--- src/rtl/linerx_spi_pkg.sv ---
package linerx_spi_pkg;
  localparam int DATA_W     = 8;
  localparam int ADDR_W     = 7;
  localparam int NREG       = 5;
  localparam int FRAME_BITS = 1 + ADDR_W + DATA_W;
  localparam int CNT_W      = $clog2(FRAME_BITS + 1);
  localparam int BUS_W      = NREG * DATA_W;

  // status overlays
  localparam int CD_REG  = 0;
  localparam int CD_BIT  = 7;
  localparam int LEN_REG = 3;
  localparam int LEN_LSB = 3;
  localparam int LEN_W   = 5;
  localparam int LEN_MAX = 25;

  function automatic logic [DATA_W-1:0] reg_default(input int idx);
    case (idx)
      0:       return 8'h21;
      1:       return 8'h30;
      2:       return 8'h58;
      3:       return 8'h05;
      4:       return 8'h88;
      default: return '0;
    endcase
  endfunction

  function automatic logic [DATA_W-1:0] reg_wmask(input int idx);
    logic [DATA_W-1:0] m;
    m = '1;
    if (idx == CD_REG)  m[CD_BIT] = 1'b0;
    if (idx == LEN_REG) m[LEN_LSB +: LEN_W] = '0;
    return m;
  endfunction
endpackage

--- src/rtl/linerx_spi_sync.sv ---
module linerx_spi_sync #(
  parameter int          WIDTH   = 3,
  parameter int          STAGES  = 2,
  parameter logic [WIDTH-1:0] RST_VAL = '0
) (
  input  logic             clk,
  input  logic             rst,
  input  logic [WIDTH-1:0] d_i,
  output logic [WIDTH-1:0] q_o
);
  logic [WIDTH-1:0] stage_q [STAGES];

  generate
    for (genvar s = 0; s < STAGES; s++) begin : g_stage
      always_ff @(posedge clk) begin
        if (rst) stage_q[s] <= RST_VAL;
        else if (s == 0) stage_q[s] <= d_i;
        else stage_q[s] <= stage_q[(s == 0) ? 0 : s - 1];
      end
    end
  endgenerate

  assign q_o = stage_q[STAGES-1];
endmodule

--- src/rtl/linerx_spi_frame.sv ---
module linerx_spi_frame
  import linerx_spi_pkg::*;
(
  input  logic              clk,
  input  logic              rst,
  input  logic              en_i,
  input  logic              sclk_i,
  input  logic              csn_i,
  input  logic              mosi_i,
  input  logic [DATA_W-1:0] rd_data_i,
  output logic [ADDR_W-1:0] rd_addr_o,
  output logic              wr_en_o,
  output logic [ADDR_W-1:0] wr_addr_o,
  output logic [DATA_W-1:0] wr_data_o,
  output logic              miso_o,
  output logic              miso_oe_o
);
  localparam logic [CNT_W-1:0] CNT_HDR  = CNT_W'(ADDR_W + 1);
  localparam logic [CNT_W-1:0] CNT_LAST = CNT_W'(FRAME_BITS - 1);
  localparam logic [CNT_W-1:0] CNT_FULL = CNT_W'(FRAME_BITS);

  logic                    sclk_prev_q;
  logic                    rise, fall, act;
  logic [CNT_W-1:0]        cnt_q;
  logic [FRAME_BITS-2:0]   shin_q;
  logic [DATA_W-1:0]       shout_q;

  always_ff @(posedge clk) begin
    if (rst) sclk_prev_q <= 1'b0;
    else     sclk_prev_q <= sclk_i;
  end

  assign rise = sclk_i & ~sclk_prev_q;
  assign fall = ~sclk_i & sclk_prev_q;
  assign act  = en_i & ~csn_i;

  assign rd_addr_o = shin_q[ADDR_W-1:0];

  always_ff @(posedge clk) begin
    if (rst || !act) begin
      cnt_q     <= '0;
      shin_q    <= '0;
      shout_q   <= '0;
      miso_o    <= 1'b0;
      miso_oe_o <= 1'b0;
      wr_en_o   <= 1'b0;
      wr_addr_o <= '0;
      wr_data_o <= '0;
    end else begin
      wr_en_o <= 1'b0;
      if (rise && cnt_q < CNT_FULL) begin
        shin_q <= {shin_q[FRAME_BITS-3:0], mosi_i};
        cnt_q  <= cnt_q + 1'b1;
        if (cnt_q == CNT_LAST && !shin_q[FRAME_BITS-2]) begin
          wr_en_o   <= 1'b1;
          wr_addr_o <= shin_q[DATA_W+ADDR_W-2 : DATA_W-1];
          wr_data_o <= {shin_q[DATA_W-2:0], mosi_i};
        end
      end
      if (fall) begin
        if (cnt_q == CNT_HDR && shin_q[ADDR_W]) begin
          miso_oe_o <= 1'b1;
          miso_o    <= rd_data_i[DATA_W-1];
          shout_q   <= {rd_data_i[DATA_W-2:0], 1'b0};
        end else if (miso_oe_o && cnt_q < CNT_FULL) begin
          miso_o  <= shout_q[DATA_W-1];
          shout_q <= {shout_q[DATA_W-2:0], 1'b0};
        end else if (cnt_q == CNT_FULL) begin
          miso_oe_o <= 1'b0;
          miso_o    <= 1'b0;
        end
      end
    end
  end

  // select release tri-states the output on the next cycle
  p_oe_idle_r4: assert property (@(posedge clk) disable iff (rst)
    !act |=> !miso_oe_o);
  // output enabled only once the address phase is over
  p_oe_phase_r4: assert property (@(posedge clk) disable iff (rst)
    miso_oe_o |-> (cnt_q >= CNT_HDR));
  // a commit only follows the full frame
  p_commit_full_r8: assert property (@(posedge clk) disable iff (rst)
    wr_en_o |-> (cnt_q == CNT_FULL));
endmodule

--- src/rtl/linerx_spi_regbank.sv ---
module linerx_spi_regbank
  import linerx_spi_pkg::*;
(
  input  logic              clk,
  input  logic              rst,
  input  logic              wr_en_i,
  input  logic [ADDR_W-1:0] wr_addr_i,
  input  logic [DATA_W-1:0] wr_data_i,
  input  logic [ADDR_W-1:0] rd_addr_i,
  input  logic              cd_i,
  input  logic [LEN_W-1:0]  len_i,
  output logic [DATA_W-1:0] rd_data_o,
  output logic [BUS_W-1:0]  view_o
);
  logic              cd_q;
  logic [LEN_W-1:0]  len_q;
  logic [BUS_W-1:0]  store_flat;

  // status capture, clamped to the legal range
  always_ff @(posedge clk) begin
    cd_q  <= cd_i;
    len_q <= (len_i > LEN_W'(LEN_MAX)) ? LEN_W'(LEN_MAX) : len_i;
  end

  generate
    for (genvar i = 0; i < NREG; i++) begin : g_reg
      localparam logic [DATA_W-1:0] MASK = reg_wmask(i);
      logic [DATA_W-1:0] store_q;
      logic [DATA_W-1:0] view;

      always_ff @(posedge clk) begin
        if (rst) store_q <= reg_default(i) & MASK;
        else if (wr_en_i && wr_addr_i == ADDR_W'(i)) store_q <= wr_data_i & MASK;
      end

      always_comb begin
        view = store_q;
        if (i == CD_REG)  view[CD_BIT] = cd_q;
        if (i == LEN_REG) view[LEN_LSB +: LEN_W] = len_q;
      end

      assign view_o[i*DATA_W +: DATA_W]     = view;
      assign store_flat[i*DATA_W +: DATA_W] = store_q;
    end
  endgenerate

  always_comb begin
    rd_data_o = '0;
    for (int i = 0; i < NREG; i++)
      if (rd_addr_i == ADDR_W'(i)) rd_data_o = view_o[i*DATA_W +: DATA_W];
  end

  // writes outside the bank leave every register untouched
  p_unimpl_r7: assert property (@(posedge clk) disable iff (rst)
    (wr_en_i && wr_addr_i >= ADDR_W'(NREG)) |=> $stable(store_flat));
  // reported length never exceeds the bound
  p_len_bound_r6: assert property (@(posedge clk) disable iff (rst)
    view_o[LEN_REG*DATA_W + LEN_LSB +: LEN_W] <= LEN_W'(LEN_MAX));
endmodule

--- src/rtl/linerx_cfg_spi.sv ---
module linerx_cfg_spi
  import linerx_spi_pkg::*;
(
  input  logic             clk,
  input  logic             rst,
  input  logic             reg_en,
  input  logic             sclk,
  input  logic             cs_n,
  input  logic             mosi,
  input  logic             carrier_det,
  input  logic [LEN_W-1:0] len_ind,
  output logic             miso,
  output logic             miso_oe,
  output logic [BUS_W-1:0] reg_bus
);
  logic [2:0]        pins_s;
  logic [ADDR_W-1:0] rd_addr, wr_addr;
  logic [DATA_W-1:0] rd_data, wr_data;
  logic              wr_en;

  linerx_spi_sync #(.WIDTH(3), .STAGES(2), .RST_VAL(3'b010)) u_sync (
    .clk (clk),
    .rst (rst),
    .d_i ({sclk, cs_n, mosi}),
    .q_o (pins_s)
  );

  linerx_spi_frame u_frame (
    .clk       (clk),
    .rst       (rst),
    .en_i      (reg_en),
    .sclk_i    (pins_s[2]),
    .csn_i     (pins_s[1]),
    .mosi_i    (pins_s[0]),
    .rd_data_i (rd_data),
    .rd_addr_o (rd_addr),
    .wr_en_o   (wr_en),
    .wr_addr_o (wr_addr),
    .wr_data_o (wr_data),
    .miso_o    (miso),
    .miso_oe_o (miso_oe)
  );

  linerx_spi_regbank u_bank (
    .clk       (clk),
    .rst       (rst),
    .wr_en_i   (wr_en),
    .wr_addr_i (wr_addr),
    .wr_data_i (wr_data),
    .rd_addr_i (rd_addr),
    .cd_i      (carrier_det),
    .len_i     (len_ind),
    .rd_data_o (rd_data),
    .view_o    (reg_bus)
  );

  // strap mode keeps the output released
  p_mode_off_r9: assert property (@(posedge clk) disable iff (rst)
    !reg_en |=> !miso_oe);
  // carrier flag tracks its input one cycle later
  p_cd_track_r5: assert property (@(posedge clk) disable iff (rst)
    reg_bus[CD_REG*DATA_W + CD_BIT] == $past(carrier_det));
endmodule

--- config.mk ---
export PLATFORM = sky130hd
export DESIGN_NAME = linerx_cfg_spi
export DESIGN_NICKNAME = d
export VERILOG_FILES = /design/src/rtl/linerx_spi_pkg.sv /design/src/rtl/linerx_spi_sync.sv /design/src/rtl/linerx_spi_frame.sv /design/src/rtl/linerx_spi_regbank.sv /design/src/rtl/linerx_cfg_spi.sv
export SDC_FILE = /design/constraint.sdc
export NUM_CORES = 1
export LEC_CHECK = 0
export BUFFER_PORTS_ARGS = -buffer_cell sky130_fd_sc_hd__buf_2
export CAP_MARGIN = 20
export CORE_ASPECT_RATIO = 0.5
export CORE_MARGIN = 2
export CORE_UTILIZATION = 62
export DETAILED_ROUTE_END_ITERATION = 10
export PLACE_DENSITY_LB_ADDON = 0.12
export SETUP_SLACK_MARGIN = 0.4
export SKIP_CTS_REPAIR_TIMING = 1
export SYNTH_ARGS = -nofsm -noshare
export SYNTH_HDL_FRONTEND = slang
export SYNTH_HIERARCHICAL = 1
export SYNTH_SLANG_ARGS = --single-unit
--- constraint.sdc ---
create_clock -name clk -period 3.67 [get_ports clk]
set_input_delay 0.5505 -clock clk [delete_from_list [all_inputs] [get_ports clk]]
set_output_delay 0.5505 -clock clk [all_outputs]
set_load 0.02 [all_outputs]
==> results of run 1 <==
## critical path, delay by kind of cell (launching register included)
family / cells / cell delay (ps)
adders and majority gates: 2 / 350
and+or+nand+nor: 3 / 1180
DFF: 1 / 370
AOI/OAI and AO/OA: 1 / 180
## metrics by stage
| stage | hold slack, ps | power, uW | area (sq um) | std cells | utilization |
|---|---|---|---|---|---|
| 3_3_place_gp | 390.3 | 1075 | 4272 | 570 | 0.6883 |
| 2_1_floorplan | 385.4 | 1061 | 4083 | 470 | - |
| 6_report | 310.2 | 1948 | 4589 | 588 | 0.7395 |
| 4_1_cts | 302.0 | 1957 | 4557 | 586 | 0.7343 |
| 5_1_grt | 295.7 | 2007 | 4589 | 588 | 0.7395 |
| 3_5_place_dp | 402.0 | 1076 | 4272 | 570 | 0.6883 |
## worst paths after layout
check	from	end	slack, ps	cells after the start
max	u_frame/cnt_q[0]$_SDFFE_PP0N_	u_frame/wr_addr_o[6]$_SDFFE_PP0P_	1490	6
min	carrier_det	u_bank/cd_q$_DFF_P_	310	1
max reg2reg	u_frame/cnt_q[0]$_SDFFE_PP0N_	u_frame/wr_addr_o[6]$_SDFFE_PP0P_	1490	6
min reg2reg	u_sync/stage_q[0][1]$_SDFF_PP1_	u_sync/stage_q[1][1]$_SDFF_PP1_	410	1
## final cells by class
type / count / share of cell area
repair buffers: 61 / 0.07470
inverters: 18 / 0.01472
multi-input cells: 313 / 0.4231
flip-flops and latches: 92 / 0.4013
clock buffers: 11 / 0.05071
clock inverters: 5 / 0.01145
well taps: 88 / 0.02399
## registers in the layout, indices dropped and copies added (netlist names)
name,count
u_bank/cd_q,1
u_bank/g.store_q,34
u_bank/len_q,5
u_frame/cnt_q,5
u_frame/miso_o,1
u_frame/miso_oe_o,1
u_frame/sclk_prev_q,1
u_frame/shin_q,15
u_frame/shout_q,7
u_frame/wr_addr_o,7
u_frame/wr_data_o,8
u_frame/wr_en_o,1
u_sync/stage_q,6
## layout by cell type, fill, tap and decap left out, drive strengths merged, types with 3 or more instances in the layout
| master | count |
|---|---|
| buf | 60 |
| nand3 | 37 |
| nor4bb | 3 |
| or3b | 4 |
| o21bai | 3 |
| a21boi | 3 |
| mux2i | 15 |
| a221o | 8 |
| nand2 | 39 |
| nor3b | 3 |
| nor3 | 12 |
| nand3b | 3 |
| nor2 | 4 |
| inv | 18 |
| clkinv | 3 |
| o21ai | 45 |
| a21oi | 61 |
| nor2b | 8 |
| o2bb2ai | 8 |
| nand4 | 5 |
| a211o | 5 |
| nand2b | 8 |
| ha | 3 |
| and2 | 3 |
| and3 | 3 |
| dfxtp | 92 |
| a221oi | 6 |
| clkbuf | 12 |
| a31oi | 3 |
## cells by family after synthesis
| logic type | Yosys count | share of synthesized area |
|---|---|---|
| buf+inv | 65 | 0.07447 |
| mux | 15 | 0.03677 |
| simple gates | 148 | 0.2099 |
| compound gates | 147 | 0.2185 |
| flops | 92 | 0.4511 |
| fa+ha+maj | 3 | 0.009195 |
## power breakdown
group | internal, uW | switching [uW]
clock | 524 | 367
combinational | 17.1 | 30.0
sequential | 1010 | 3.89
## layer usage
metal  wire length (um)  part of all wire  GRT usage
met5                  0                 0          0
met2               4542              0.45     0.4475
met1               4426              0.44     0.3830
met3               1008             0.099    0.08241
met4                194             0.019     0.1105
==> impl_metrics.csv, run 1 <==
group,metric,value,unit
run_status,outcome,"finished clean",
clock_tree,cts_buffer_depth,2,
setup_path,required,3930,ps
synth,synth_top_area_cell,"dfxtp_1",
synth,synthFlopType,"dfxtp_1",
global_routing,globalRouteOverflowTotal,0,
finish,drive_gt1_frac,0.1820,
synth,synth_area_per_cell,8.687,sq um
sta,clock.fmax,459.3,MHz
clock_tree,clock-root-buffer,"clkbuf_16",
place,place_congestion,0.8667,
sta,timing.final.crit_share,0.5932,
floorplanning,dieArea,7289,sq um
sta,final.setup.tns,0,ps
synth,ys_seq_elements,92,
sta,finalCriticalPeriod,2177,ps
global_routing,grt_pass1_vias,3183,
setup_path,cp_max_fo,15,
clock_tree,cts_tree,"built",
synth,synthesis.nets,485,
clock_tree,cts_made_buffers,9,
clock_tree,worstSkewPairLatency,340,ps
synth,synth_area_leaders,"dfxtp_1 45%, a21oi_1 7.5%, o21ai_0 5.5%",
synth,synth_enable_flop_cells,0,
sta,rsz0062_at_grt,"false",
synth,synthTopCellsByCount,"92 x dfxtp_1, 61 x a21oi_1, 45 x o21ai_0",
setup_path,crit_top_cell,"ha_1",
pwr,peakVddDrop,0.0003098,V
synth,synth_most_common_cell,"dfxtp_1",
finish,fillers,473,
clock_tree,path_clk_slew,60,ps
route,routed_wl,10170,um
synth,seq_area_frac_synth,0.4511,
floorplanning,fp.dieW,118.8,um
clock_tree,cts_htree_levels,3,
floorplanning,start_util,0.6579,
setup_path,end_kind,"register",
synth,syn_area,4083,sq um
flow_run,drv_cap,0,
synth,syn_inst,470,
route,drt-pass1-iter-count,6,
finish,antenna_cells,0,
sta,clock_skew,5.496,ps
finish,final-seq-area,1842,sq um
synth,asyncSetResetFlopFracSynth,0,
finish,final_nets,510,
setup_path,critPathKind,"reg -> reg",
floorplanning,fp.dieH,61.38,um
sta,setup_ws,1493,ps
setup_path,start_kind,"register",
clock_tree,clkSinkCount,92,
sta,hold_viol_final,0,
setup_path,cp_cell_sequence,"ha_1, and3_1, ha_1, nor2b_1, nand3_1, a21oi_1",
finish,syn_to_final_growth,12.41,%
setup_path,worstPathArrival,2430,ps
pwr,power_leakage,0.001610,uW
route,ant_nets,0,
route,vias,3670,
floorplanning,core-area,6206,sq um
sta,drv_slew,0,
global_routing,grt_pass1_wl,15740,um
synth,ys_types,49,
floorplanning,pin_count,54,
pwr,p_per_area,424.4,nW/um^2
setup_path,cp_slowest_cell,"nor2b_1",
setup_path,slowest_delay,830,ps
route,drt-initial-drc-count,562,
route,drc,0,
sta,relSlewSlack,0.2998,
place,io_buffers,53,
sta,tightest_slew,1048,ps
synth,yosysWarnings,6,
floorplanning,fp-row-count,20,
route,viasPerCell,6.241,
place,dpl.hpwl,6966,um
global_routing,grt_max_degree,45,
synth,synth_top_area_share,0.4511,
global_routing,antenna_found_initial,0,
place,dpl_worst_slack,1436,ps
min_path,hp-class,"in -> reg",
route,wl_per_cell,17.30,um
sta,setup_viol,0,
finish,multiInputGateArea,1942,sq um
global_routing,grt_util_all_layers,0.2851,
Note: power is estimated with default switching activity, not from simulation.
==> run 2, diff against run 1 <==
- ABC_AREA: unset -> 1
- CORE_UTILIZATION: 62 -> 57
- clock period: 3.67 -> 2.1 ns (I/O delays scaled with it)
==> run 2 against run 1 <==
Combinational power increased by 82%. Count of clock-buffer cells in the layout increased by 2. Core utilization decreased by 5.0 points. Largest cell class unchanged. Highest routed layer unchanged.
==> impl_metrics.csv, run 2 <==
group,metric,value,unit
setup_path,crit_top_cell,"nor2_1",
route,wl_per_cell,13.05,um
synth,synth_top_area_share,0.4531,
synth,synth_most_common_cell,"nand2_1",
pwr,power_frac_clock,0.472,
clock_tree,cts_made_buffers,9,
sta,timing.final.crit_share,0.7568,
synth,synth_area_per_cell,7.144,sq um
finish,layout_common_cells,"126 x nand2_1, 107 x nor2_1, 91 x dfxtp_1, 59 x nand3_1, 53 x buf_2",
synth,synthesis.nets,584,
finish,fillers,598,
sta,relSlewSlack,0.6052,
floorplanning,pin_count,54,
finish,syn_to_final_growth,14.99,%
setup_path,slowest_delay,380,ps
finish,final-seq-area,1843,sq um
route,viasPerCell,5.188,
sta,clock_skew,6.954,ps
finish,final_util,0.6896,
clock_tree,clkSinkCount,92,
global_routing,grt_pass1_vias,2985,
sta,finalCriticalPeriod,1589,ps
synth,synthFlopType,"dfxtp_1",
setup_path,start_kind,"register",
route,drt-pass1-iter-count,5,
finish,top_regs,"u_bank/g.store_q: 34 flops, u_frame/shin_q: 15 flops, u_frame/wr_data_o: 8 flops",
setup_path,worstPathArrival,1840,ps
sta,final.setup.tns,0,ps
synth,synth_area_leaders,"dfxtp_1 45%, nand2_1 12%, nor2_1 10%",
floorplanning,start_util,0.5997,
synth,synthTopCellsByCount,"128 x nand2_1, 108 x nor2_1, 92 x dfxtp_1",
route,ant_nets,0,
setup_path,critPathKind,"reg -> reg",
synth,ys_types,33,
min_path,hp-class,"in -> reg",
finish,drive_gt1_frac,0.1826,
clock_tree,cts_tree,"built",
route,routed_wl,9279,um
place,dpl.hpwl,6608,um
pwr,swShare,0.2084,
floorplanning,core-area,6779,sq um
floorplanning,fp.dieW,123.4,um
finish,multiInputGateArea,1844,sq um
sta,tightest_slew,590.2,ps
synth,synth_top_area_cell,"dfxtp_1",
finish,top_register,"u_bank/g.store_q",
floorplanning,fp-row-count,21,
pwr,peakVddDrop,0.0005329,V
floorplanning,fp.dieH,63.72,um
clock_tree,cts_buffer_depth,2,
setup_path,cp_top_family,"simple AND/OR/NAND/NOR gates",
route,drc,0,
finish,final_nets,629,
setup_path,path_buf_inv,2,
pwr,p_per_area,749.9,nW/um^2
global_routing,grt_util_all_layers,0.2449,
run_status,outcome,"finished clean",
flow_run,drv_cap,0,
route,vias,3689,
sta,hold_viol_final,0,
route,drt-initial-drc-count,371,
synth,syn_inst,569,
place,io_buffers,53,
pwr,seqPwrFrac,0.503,
finish,mostFrequentLayoutCell,"nand2_1",
pwr,p_int,2775,uW
setup_path,required,2350,ps
finish,antenna_cells,0,
global_routing,antenna_found_initial,0,
floorplanning,dieArea,7864,sq um
synth,ys_seq_elements,92,
pwr,power_leakage,0.001958,uW
synth,syn_area,4065,sq um
setup_path,end_kind,"register",
sta,setup_viol,0,
sta,clock.fmax,629.2,MHz
clock_tree,clock-root-buffer,"clkbuf_16",
pwr,power_switching,730.4,uW
setup_path,cp_cell_sequence,"inv_1, nand2_1, nor2_2, buf_4, nand2_2, nor2_1, nor2_1, nand3_1, nand2_1, o21ai_0, nor2_1, nor2_1",
global_routing,grt_max_degree,29,
sta,drv_slew,0,
setup_path,cp_max_fo,13,
synth,synth_enable_flop_cells,0,
synth,yosysWarnings,6,
clock_tree,cts_htree_levels,3,
place,place_congestion,0.8606,
synth,asyncSetResetFlopFracSynth,0,
finish,largest_reg_flops,34,
pwr,pwr-share-comb,0.024,
global_routing,globalRouteOverflowTotal,0,
synth,seq_area_frac_synth,0.4531,
clock_tree,path_clk_slew,60,ps
clock_tree,worstSkewPairLatency,350,ps
setup_path,cp_slowest_cell,"dfxtp_1",
sta,rsz0062_at_grt,"true",
global_routing,grt_pass1_wl,14710,um
run 2: changes by cell type after synthesis, sizes merged, moves of 5 or more:
cell / change
a221o: -8
a221oi: -6
nand2: +97
nand2b: -8
a211o: -5
nor2b: -8
nand3: +25
a21oi: -34
inv: +40
clkbuf: -17
o21ai: -17
mux2i: -15
nor2: +111
o2bb2ai: -8
run 2: final timing paths:
kind / start / to / slack [ps] / cells after the start
worst min register to register: u_sync/stage_q[0][0]$_SDFF_PP0_ / u_sync/stage_q[1][0]$_SDFF_PP0_ / 400 / 2
worst max-delay path: u_frame/shin_q[4]$_SDFFE_PP0N_ / u_frame/shout_q[7]$_SDFFE_PP0P_ / 510 / 12
worst min-delay path: carrier_det / u_bank/cd_q$_DFF_P_ / 70 / 1
worst max register to register: u_frame/shin_q[4]$_SDFFE_PP0N_ / u_frame/shout_q[7]$_SDFFE_PP0P_ / 510 / 12
run 2: cell type report:
cell class,count,area share
multi-input combinational,390,0.3945
sequential,92,0.3943
timing repair buffer,60,0.06799
clock buffer,13,0.05567
inverter,61,0.05327
tap,92,0.02463
clock inverter,3,0.009636
run 2: kinds of logic after synthesis:
group,Yosys count,share of synthesized area
AOI/OAI and AO/OA,63,0.08249
and+or+nand+nor,323,0.3496
adders and majority gates,3,0.009235
buffers and inverters,88,0.1056
DFF,92,0.4531
run 2: stage by stage:
step                std cells  worst slack, ps  area [sq um]  hold WS (ps)  power [uW]
detailed placement        694            466.6          4307         394.8        1889
global route              711            381.4          4674         65.69        3607
global placement          694            507.4          4307         392.2        1888
floorplan                 569            665.8          4065         342.7        1856
CTS                       710            451.9          4612         62.31        3516
finish                    711            510.8          4674         66.91        3505
run 2: power groups by stage:
stage / clock (uW) / sequential, uW / combinational [uW]
global placement: 0 / 1800 / 84.9
finish: 1660 / 1760 / 85.5
CTS: 1670 / 1760 / 85.2
detailed placement: 0 / 1800 / 85.1
floorplan: 0 / 1810 / 45.8
global route: 1750 / 1760 / 95.6
run 2: metal layers:
| metal | routed length, um | up-vias | track usage |
|---|---|---|---|
| li1 | - | 1869 | - |
| met1 | 4492 | 1680 | 0.3591 |
| met2 | 3914 | 126 | 0.3420 |
| met3 | 755 | 14 | 0.07246 |
| met4 | 116 | 0 | 0.07528 |
| met5 | 0 | - | 0 |
==> run 3, diff against run 2 <==
- CORE_UTILIZATION: 57 -> 52
- clock period: 2.1 -> 1.35 ns (I/O delays scaled with it)
==> run 3 against run 2 <==
The run now ends with setup timing left. Largest power group unchanged. Non-clock buffer count grew 66. Global-route usage fell by 0.17 points. Flip-flop and latch count did not move. Fmax up 0.41%. Routed wire length rose by 50%. Core utilization increased by 18 points. Clock power is 37% higher. Total power grew 49%. Register-to-register slack worse by 740 ps. Critical endpoint is now u_frame/miso_o$_SDFFE_PP0P_. Combinational power grew to 2.8 times the previous value.
==> impl_metrics.csv, run 3 (same netlist as run 2, synthesis figures left out) <==
group,metric,value,unit
run_status,outcome,"finished, violations left",
finish,mostFrequentLayoutCell,"nand2_1",
floorplanning,fp.dieW,129.0,um
place,dpl.hpwl,7122,um
setup_path,worstPathArrival,1850,ps
floorplanning,pin_count,54,
global_routing,globalRouteOverflowTotal,0,
pwr,power_switching,1189,uW
setup_path,timing.rr.start,"u_frame/shin_q[1]$_SDFFE_PP0N_",
sta,clock.fmax,631.8,MHz
global_routing,top_usage_layer,"met2",
clock_tree,worstSkewPairLatency,350,ps
setup_path,required,1620,ps
sta,timing.final.crit_share,1.172,
setup_path,r2r-end,"u_frame/miso_o$_SDFFE_PP0P_",
setup_path,end_kind,"register",
global_routing,grt_pass1_wl,15950,um
finish,syn_to_final_growth,59.10,%
run_status,violations,"setup timing",
finish,final_nets,700,
global_routing,met2_usage,0.3816,
route,routed_wl,13880,um
place,place_congestion,0.8498,
pwr,power_frac_clock,0.436,
route,viasPerCell,5.488,
clock_tree,cts_tree,"built",
min_path,hp-class,"in -> reg",
clock_tree,path_clk_slew,60,ps
sta,setup_ws,-232.8,ps
pwr,p_int,4044,uW
route,drc,0,
finish,antenna_cells,0,
route,wl_per_cell,17.41,um
pwr,pwr-share-comb,0.045,
route,drt-initial-drc-count,426,
floorplanning,fp-row-count,22,
sta,setup_viol,31,
finish,largest_reg_flops,34,
pwr,power_leakage,0.002817,uW
flow_run,drv_cap,0,
clock_tree,cts_made_buffers,9,
min_path,hold_start,"len_ind[3]",
sta,relSlewSlack,0.7076,
floorplanning,start_util,0.5450,
global_routing,gr-usage-met3,0.06345,
sta,rsz0062_at_grt,"true",
global_routing,grt_util_all_layers,0.2433,
floorplanning,fp.dieH,66.52,um
global_routing,grt_max_degree,29,
finish,final_util,0.8670,
min_path,hold-path-endpoint,"u_bank/len_q[3]$_SDFF_PN1_",
finish,top_register,"u_bank/g.store_q",
setup_path,rr_worst_depth,9,
finish,layout_common_cells,"92 x nand2_1, 75 x nor2_1, 54 x buf_6, 48 x buf_4, 45 x nand3_1",
min_path,hold-path-cell-count,1,
setup_path,critPathKind,"reg -> reg",
sta,hold_viol_final,0,
floorplanning,core-area,7460,sq um
pwr,swShare,0.2272,
sta,drv_slew,0,
finish,top_regs,"u_bank/g.store_q: 34 flops, u_frame/shin_q: 15 flops, u_frame/wr_data_o: 8 flops",
clock_tree,clock-root-buffer,"clkbuf_16",
clock_tree,cts_htree_levels,3,
finish,fillers,365,
sta,clock_skew,9.410,ps
sta,tightest_slew,438.0,ps
clock_tree,cts_buffer_depth,2,
finish,drive_gt1_frac,0.5283,
floorplanning,dieArea,8584,sq um
global_routing,grt_pass1_vias,3331,
finish,final_cell_area,6467,sq um
route,ant_nets,0,
setup_path,cp_max_fo,8,
pwr,peakVddDrop,0.0007248,V
global_routing,met1_usage,0.3352,
place,postPlaceCellArea,4785,sq um
route,drt-pass1-iter-count,7,
setup_path,start_kind,"register",
setup_path,ff2ff_setup_slack,-230,ps
pwr,seqPwrFrac,0.519,
sta,whs,2.849,ps
sta,finalCriticalPeriod,1583,ps
clock_tree,clkSinkCount,92,
global_routing,antenna_found_initial,0,
pwr,p_per_area,809.0,nW/um^2
place,io_buffers,53,
route,vias,4374,
-- run 3: through the flow --
step / instances / power [uW] / setup TNS (ps) / setup slack, ps
finish: 797 / 5232 / -4190 / -232.8
global route: 797 / 5346 / -6143 / -304.3
CTS: 757 / 5153 / -2284 / -129.5
detailed placement: 742 / 2955 / -1971 / -119.8
global placement: 742 / 2952 / -1403 / -85.85
floorplan: 569 / 2893 / 0 / 27.28
-- run 3: layout make-up --
class / count / area, sq um / area share
clock inverters: 2 / 12.51 / 0.001935
flip-flops and latches: 92 / 1962 / 0.3033
repair inverters: 2 / 20.02 / 0.003095
inverters: 61 / 284.0 / 0.04392
multi-input cells: 393 / 2540 / 0.3927
well taps: 108 / 135.1 / 0.02089
repair buffers: 126 / 1274 / 0.1969
clock buffers: 13 / 240.2 / 0.03714
-- run 3: worst max-delay path: stages (launching register included) --
cell and delay [ps]:
dfxtp_2 350, inv_4 90, nand2_4 70, nor3_4 400, nand3_1 170, nand3_2 140, nand2_1 60, nand2_1 70
nor2_1 50, nor2_1 100
-- run 3: how the worst max path moves through the flow --
stage | slack (ps) | cells after the start | startpoint | to
final | -230 | 9 | u_frame/shin_q[1]$_SDFFE_PP0N_ | u_frame/miso_o$_SDFFE_PP0P_
after global routing | -300 | 9 | u_frame/shin_q[1]$_SDFFE_PP0N_ | u_frame/miso_o$_SDFFE_PP0P_
after CTS | -130 | 8 | u_frame/cnt_q[0]$_SDFFE_PP0N_ | u_frame/wr_data_o[1]$_SDFFE_PP0P_
after detailed placement | -120 | 8 | u_frame/cnt_q[0]$_SDFFE_PP0N_ | u_frame/wr_data_o[1]$_SDFFE_PP0P_
after global placement | -90 | 11 | u_frame/shin_q[1]$_SDFFE_PP0N_ | u_frame/shout_q[3]$_SDFFE_PP0P_
after floorplan | 30 | 10 | u_frame/shin_q[1]$_SDFFE_PP0N_ | u_frame/shout_q[7]$_SDFFE_PP0P_
-- run 3: per-layer routing --
layer / wire length [um] / up-vias
li1: - / 2033
met1: 5662 / 2036
met2: 6553 / 255
met3: 1293 / 50
met4: 367 / 0
met5: 0 / -
-- run 3: power groups by stage --
stage | Sequential (uW) | Clock (uW) | Combinational (uW)
global placement | 2810 | 0 | 146
floorplan | 2820 | 0 | 77.2
global route | 2720 | 2380 | 250
CTS | 2750 | 2260 | 148
detailed placement | 2810 | 0 | 148
finish | 2720 | 2280 | 236
